<file path="config.mk">
export PLATFORM = sky130hd
export DESIGN_NAME = t1_frm_perfmon
export DESIGN_NICKNAME = d
export VERILOG_FILES = /design/src/rtl/t1pm_pkg.sv /design/src/rtl/t1pm_cnt.sv /design/src/rtl/t1pm_sfper.sv /design/src/rtl/t1pm_irq.sv /design/src/rtl/t1_frm_perfmon.sv
export SDC_FILE = /design/constraint.sdc
export NUM_CORES = 1
export LEC_CHECK = 0
export BUFFER_PORTS_ARGS = -buffer_cell sky130_fd_sc_hd__buf_2
export CAP_MARGIN = 25
export CORE_MARGIN = 4
export CORE_UTILIZATION = 36
export CTS_CLUSTER_DIAMETER = 200
export DETAILED_ROUTE_END_ITERATION = 7
export MAX_ROUTING_LAYER = met4
export PLACE_DENSITY = 0.64
export SLEW_MARGIN = 20
export SYNTH_ARGS = -nofsm -noshare
export SYNTH_HDL_FRONTEND = slang
export SYNTH_SLANG_ARGS = --single-unit
</file>
<file path="constraint.sdc">
create_clock -name clk -period 4.5 [get_ports clk]
set_input_delay 0.45 -clock clk [delete_from_list [all_inputs] [get_ports clk]]
set_output_delay 0.45 -clock clk [all_outputs]
set_load 0.02 [all_outputs]
</file>
<file path="src/rtl/t1pm_pkg.sv">
package t1pm_pkg;
  localparam int AW     = 4;
  localparam int NCTR   = 5;
  localparam int SW     = 5;
  localparam int IW     = 2;

  localparam int IX_FBE   = 0;
  localparam int IX_CRC   = 1;
  localparam int IX_OOF   = 2;
  localparam int IX_COFA  = 3;
  localparam int IX_MFOOF = 4;

  localparam logic [AW-1:0] A_SNAP = 4'h8;
  localparam logic [AW-1:0] A_STS  = 4'hD;
  localparam logic [AW-1:0] A_MSK  = 4'hE;
endpackage

</file>
<file path="src/rtl/t1pm_cnt.sv">
module t1pm_cnt #(
  parameter int W  = 8,
  parameter int IW = 2
) (
  input  logic          clk,
  input  logic          rst,
  input  logic          tick,
  input  logic [IW-1:0] inc,
  output logic [W-1:0]  live,
  output logic [W-1:0]  snap
);
  localparam logic [W:0] MAXV = {1'b0, {W{1'b1}}};

  logic [W:0] base;
  logic [W:0] sum;

  always_comb begin
    base = tick ? '0 : {1'b0, live};
    sum  = base + {{(W+1-IW){1'b0}}, inc};
  end

  always_ff @(posedge clk) begin
    if (rst) begin
      live <= '0;
      snap <= '0;
    end else begin
      if (tick) snap <= live;
      live <= (sum > MAXV) ? MAXV[W-1:0] : sum[W-1:0];
    end
  end
endmodule

</file>
<file path="src/rtl/t1pm_sfper.sv">
module t1pm_sfper #(
  parameter int D4_LEN  = 12,
  parameter int ESF_LEN = 24
) (
  input  logic clk,
  input  logic rst,
  input  logic frame_stb,
  input  logic mode_esf,
  input  logic sync_ok,
  output logic sf_pulse
);
  localparam int FW = $clog2(ESF_LEN + 1);
  localparam logic [FW-1:0] D4_LAST  = FW'(D4_LEN - 1);
  localparam logic [FW-1:0] ESF_LAST = FW'(ESF_LEN - 1);

  logic [FW-1:0] phase;
  logic          at_end;

  assign at_end = (phase >= (mode_esf ? ESF_LAST : D4_LAST));

  always_ff @(posedge clk) begin
    if (rst) begin
      phase    <= '0;
      sf_pulse <= 1'b0;
    end else begin
      sf_pulse <= 1'b0;
      if (sync_ok) begin
        phase <= '0;
      end else if (frame_stb) begin
        if (at_end) begin
          phase    <= '0;
          sf_pulse <= 1'b1;
        end else begin
          phase <= phase + 1'b1;
        end
      end
    end
  end
endmodule

</file>
<file path="src/rtl/t1pm_irq.sv">
module t1pm_irq #(
  parameter int SW = 5
) (
  input  logic          clk,
  input  logic          rst,
  input  logic [SW-1:0] set,
  input  logic          sts_we,
  input  logic          msk_we,
  input  logic [SW-1:0] wdata,
  output logic [SW-1:0] sts,
  output logic [SW-1:0] msk,
  output logic          irq
);
  logic [SW-1:0] clr;

  assign clr = sts_we ? wdata : '0;

  always_ff @(posedge clk) begin
    if (rst) begin
      sts <= '0;
      msk <= '1;
      irq <= 1'b0;
    end else begin
      sts <= (sts & ~clr) | set;
      if (msk_we) msk <= wdata;
      irq <= |(sts & ~msk);
    end
  end
endmodule

</file>
<file path="src/rtl/t1_frm_perfmon.sv">
module t1_frm_perfmon
  import t1pm_pkg::*;
#(
  parameter int CW      = 8,
  parameter int D4_LEN  = 12,
  parameter int ESF_LEN = 24
) (
  input  logic          clk,
  input  logic          rst,
  input  logic          frame_stb,
  input  logic          mode_esf,
  input  logic          sync_ok,
  input  logic          ft_err,
  input  logic          fs_err,
  input  logic          crc_err,
  input  logic          sync_loss,
  input  logic          align_shift,
  input  logic          sec_tick,
  input  logic          reg_wr,
  input  logic [AW-1:0] reg_addr,
  input  logic [CW-1:0] reg_wdata,
  output logic [CW-1:0] reg_rdata,
  output logic          irq
);
  logic [NCTR-1:0][IW-1:0] inc_v;
  logic [NCTR-1:0][CW-1:0] live_v;
  logic [NCTR-1:0][CW-1:0] snap_v;
  logic [SW-1:0]           set_v;
  logic [SW-1:0]           sts;
  logic [SW-1:0]           msk;
  logic                    sf_pulse;
  logic                    fs_counted;
  logic                    crc_counted;
  logic [CW-1:0]           rd_n;

  assign fs_counted  = fs_err & ~mode_esf;
  assign crc_counted = crc_err & mode_esf;

  always_comb begin
    inc_v           = '0;
    inc_v[IX_FBE]   = {1'b0, ft_err} + {1'b0, fs_counted};
    inc_v[IX_CRC]   = {1'b0, crc_counted};
    inc_v[IX_OOF]   = {1'b0, sync_loss};
    inc_v[IX_COFA]  = {1'b0, align_shift};
    inc_v[IX_MFOOF] = {1'b0, sf_pulse};
  end

  always_comb begin
    set_v           = '0;
    set_v[IX_FBE]   = ft_err | fs_counted;
    set_v[IX_CRC]   = crc_counted;
    set_v[IX_OOF]   = sync_loss;
    set_v[IX_COFA]  = align_shift;
    set_v[IX_MFOOF] = sf_pulse;
  end

  t1pm_sfper #(.D4_LEN(D4_LEN), .ESF_LEN(ESF_LEN)) u_sfper (
    .clk      (clk),
    .rst      (rst),
    .frame_stb(frame_stb),
    .mode_esf (mode_esf),
    .sync_ok  (sync_ok),
    .sf_pulse (sf_pulse)
  );

  for (genvar g = 0; g < NCTR; g++) begin : g_ctr
    t1pm_cnt #(.W(CW), .IW(IW)) u_cnt (
      .clk (clk),
      .rst (rst),
      .tick(sec_tick),
      .inc (inc_v[g]),
      .live(live_v[g]),
      .snap(snap_v[g])
    );
  end

  t1pm_irq #(.SW(SW)) u_irq (
    .clk   (clk),
    .rst   (rst),
    .set   (set_v),
    .sts_we(reg_wr && (reg_addr == A_STS)),
    .msk_we(reg_wr && (reg_addr == A_MSK)),
    .wdata (reg_wdata[SW-1:0]),
    .sts   (sts),
    .msk   (msk),
    .irq   (irq)
  );

  always_comb begin
    rd_n = '0;
    for (int i = 0; i < NCTR; i++) begin
      if (reg_addr == AW'(i))          rd_n = live_v[i];
      if (reg_addr == A_SNAP + AW'(i)) rd_n = snap_v[i];
    end
    if (reg_addr == A_STS) rd_n = {{(CW-SW){1'b0}}, sts};
    if (reg_addr == A_MSK) rd_n = {{(CW-SW){1'b0}}, msk};
  end

  always_ff @(posedge clk) begin
    if (rst) reg_rdata <= '0;
    else     reg_rdata <= rd_n;
  end
endmodule

</file>
==> summary.md <==
| Metric | Value |
|---|---|
| Status | finished clean |
| Gate count after technology mapping | roughly 600 |
| Final WS setup | 2.361 ns |
| Top FF cell, synth | dfxtp_1 |
| CTS root buf | clkbuf_16 |
| R2r startpoint | g_ctr[0].u_cnt.live[0] |
| Total gr overflow | 0 |
| Startpoint Class | input pin |
| Worst r2r dst | g_ctr[0].u_cnt.live[0] |
| Io pins | 33 |
| Slew headroom | between 40% and 50% |
| Fill count | ~1.5k |
| N_diodes | 0 |
| GPL Wtd Cong | 0.8250 |
| Seq/Total Area, Yosys | ~39% |
| Syn_area_per_cell | 8.912 um2 |
| Clk_skew | about 0.0047 ns |
| Max cap viols | 0 |
| Yosys Warn Count | 0 |
| Hold path depth | 2 |
| Netlist cell types | 60 |
| Post-Syn Area | about 5400 um2 |
| Reg-to-reg slack, setup | roughly 2.5 ns |
| Largest net degree at the start of global routing | slightly above 100 |
| Worst reg-to-reg path cell count | 7 |
| Antenna Nets Post-Route | 0 |
| Layout Area Growth over Synthesis | 10.58% |
| Worst path cell trace | buf_4, buf_12, nor2b_1, ha_1, ha_1, nand2_1, nor3_1, nand3_1, a21oi_1 |
| TNS Setup | 0 ns |
| Worst-path fanout max | 39 |
| Worst Path Arrival | between 2 and 2.5 ns |
| Multi-input gate area | between 2000 and 3000 um2 |
| First-pass GRT wire length | 21760 um |
| # Post-CTS Setup Buffers | 0 |
| Core area | roughly 15000 um2 |
| Max-slew violations | 0 |
| Die area | 16890 um2 |
| FMAX | between 400 and 500 MHz |
| Setup violators final | 0 |
| Actual slew at the worst max-slew pin | 0.7903 ns |
| Crit path from | sec_tick |
| Yosys top cell area share | 39.24% |
| Crit path top cell by count | ha_1 |
| WL final | 13110 um |
| Final Instance Area | about 5900 um2 |
| DRC | 0 |
| CTS tree | done |
| Share of cells above drive strength 1 | 9.226% |
| Starting density of the core | between 30% and 40% |
| Via count | between 4k and 5k |
| Gr usage total | ~17% |
| Worst Hold End | u_sfper.phase[4] |
| Top post-synthesis cells by area | dfxtp_1 39%, mux2i_1 9.9%, nor2_1 4.8% |
| Fin crit share | a little under half |
| PostCTS Resize Cnt | 0 |
| Final hold vios | 0 |
| H-tree depth | 3 |
| Clk_lat worst skew | ~0.35 ns |
| I/O Buffers | 29 |
| Seq cells post-synth | ~110 |
| Antenna violations before repair | 0 |
| Row count | 44 |
| Fin nets | ~640 |
| WP data required | 4.78 ns |
| Min Hold Slack | ~0.31 ns |
| Pre-Repair DR Iteration Count | 5 |
| Die width | about 130 um |
| Hpwl dp | approximately 8800 um |
| Min cycle time layout | between 2 and 2.5 ns |
| CP max-delay cell | nand3_1 |
| Vias per cell | roughly 5.6 |
| CP Class | in -> reg |
| Critical Path Max Stage Delay | a little under 0.3 ns |
| Most instantiated cells after synthesis | 105 x dfxtp_1, 68 x nor2_1, 53 x mux2i_1 |
| Unrepaired setup endpoints after global routing | false |
| Dpl cell area | 5569 um2 |
| Initial drt markers | 378 |
| Clock transition at path regs | 0.07 ns |
| Most common cell in the synthesized netlist | dfxtp_1 |
| Routed WL per cell | between 15 and 20 um |
| Worst-case vdd ir drop | ~0.17 mV |
| Clock sink total | between 100 and 150 |
| Die Height | between 100 and 150 um |
| Pwr Density | 336.5 nW/um2 |
| Num CTS Buffers | 9 |
| Worst Hold Launch | sync_ok |
| Count of flip-flops with a built-in enable after synthesis | 0 |
| Pre-CTS WS | ~2 ns |
| HP Class | in -> reg |
| CP endpoint kind | flip-flop |
| Async SR Flop Fraction | 0% |
| Post-synth top area cell | dfxtp_1 |
| Vias in the first global route | about 4.4k |
| Deepest clock path buffer count | 2 |
| FF/Latch Area | ~2100 um2 |
| Post-Syn Nets | around 640 |
| # hold bufs at CTS | 0 |
| Leakage power | about 2.3 nW |
==> cell families (layout without fill, tap and decap cells) <==
group / after synthesis / count (layout) / share of synthesized area [%]
and+or+nand+nor: 204 / 204 / 19.43
DFF: 105 / 105 / 39.24
adders and majority gates: 14 / 14 / 3.411
xor gates and xnor gates: 21 / 21 / 3.434
AOI/OAI and AO/OA: 129 / 129 / 15.67
buffers and inverters: 65 / 71 / 5.326
muxes: 63 / 63 / 13.48
==> power breakdown <==
part / switching (mW) / internal, mW / total, mW
Sequential: 0.00993 / 0.943 / 0.953
Clock: 0.338 / 0.542 / 0.880
Combinational: 0.102 / 0.0580 / 0.160
==> per-stage QoR <==
step / util, % / total power, mW / cells
global route: 40.75 / 2.063 / 791
CTS: 40.56 / 2.012 / 790
global placement: 38.32 / 1.127 / 775
detailed placement: 38.32 / 1.131 / 775
finish: 40.75 / 1.993 / 791
floorplan: - / 1.087 / 601
==> layout by cell type, fill, tap and decap left out, types with 17 or more instances in the layout <==
cell     count
a21oi_1     49
buf_2       27
dfxtp_1    105
inv_1       24
mux2i_1     53
nand2_1     25
nand3_1     21
nor2_1      68
nor2b_1     27
xnor2_1     17
==> critical path, delay by kind of cell <==
family | cells | cell delay [ns]
buf+inv | 2 | 0.54
simple gates | 4 | 0.75
compound gates | 1 | 0.22
fa+ha+maj | 2 | 0.45
==> worst max path at each step <==
stage / end / slack [ns] / cells past startpoint
6_report: g_ctr[2].u_cnt.live[0] / 2.36 / 9
5_1_grt: g_ctr[0].u_cnt.live[3] / 2.13 / 8
4_1_cts: reg_rdata[2] / 2.36 / 6
3_5_place_dp: g_ctr[0].u_cnt.live[2] / 1.99 / 8
3_3_place_gp: reg_rdata[2] / 2.01 / 6
2_1_floorplan: g_ctr[3].u_cnt.live[0] / 1.87 / 12
==> cell type report <==
class / count / area share (%)
Multi-Input combinational cell: 431 / 50.13
Clock buffer: 12 / 3.992
Tap cell: 184 / 3.887
Inverter: 24 / 1.521
Clock inverter: 3 / 1.521
Timing Repair Buffer: 32 / 3.464
Sequential cell: 105 / 35.49
==> state kept, by name (all words and copies together) (netlist names) <==
name and cells:
u_irq.msk 5, g_ctr.u_cnt.snap 40, u_sfper.phase 5, u_sfper.sf_pulse 1, g_ctr.u_cnt.live 40, u_irq.irq 1
u_irq.sts 5, reg_rdata 8
==> layer usage <==
layer	GRT usage [%]	wire length (um)	vias up
li1	-	-	2142
met1	20.39	5891	2140
met2	26.39	6294	83
met3	3.848	544	30
met4	7.518	380	0
met5	-	0	-
(Power assumes the default switching activity.)
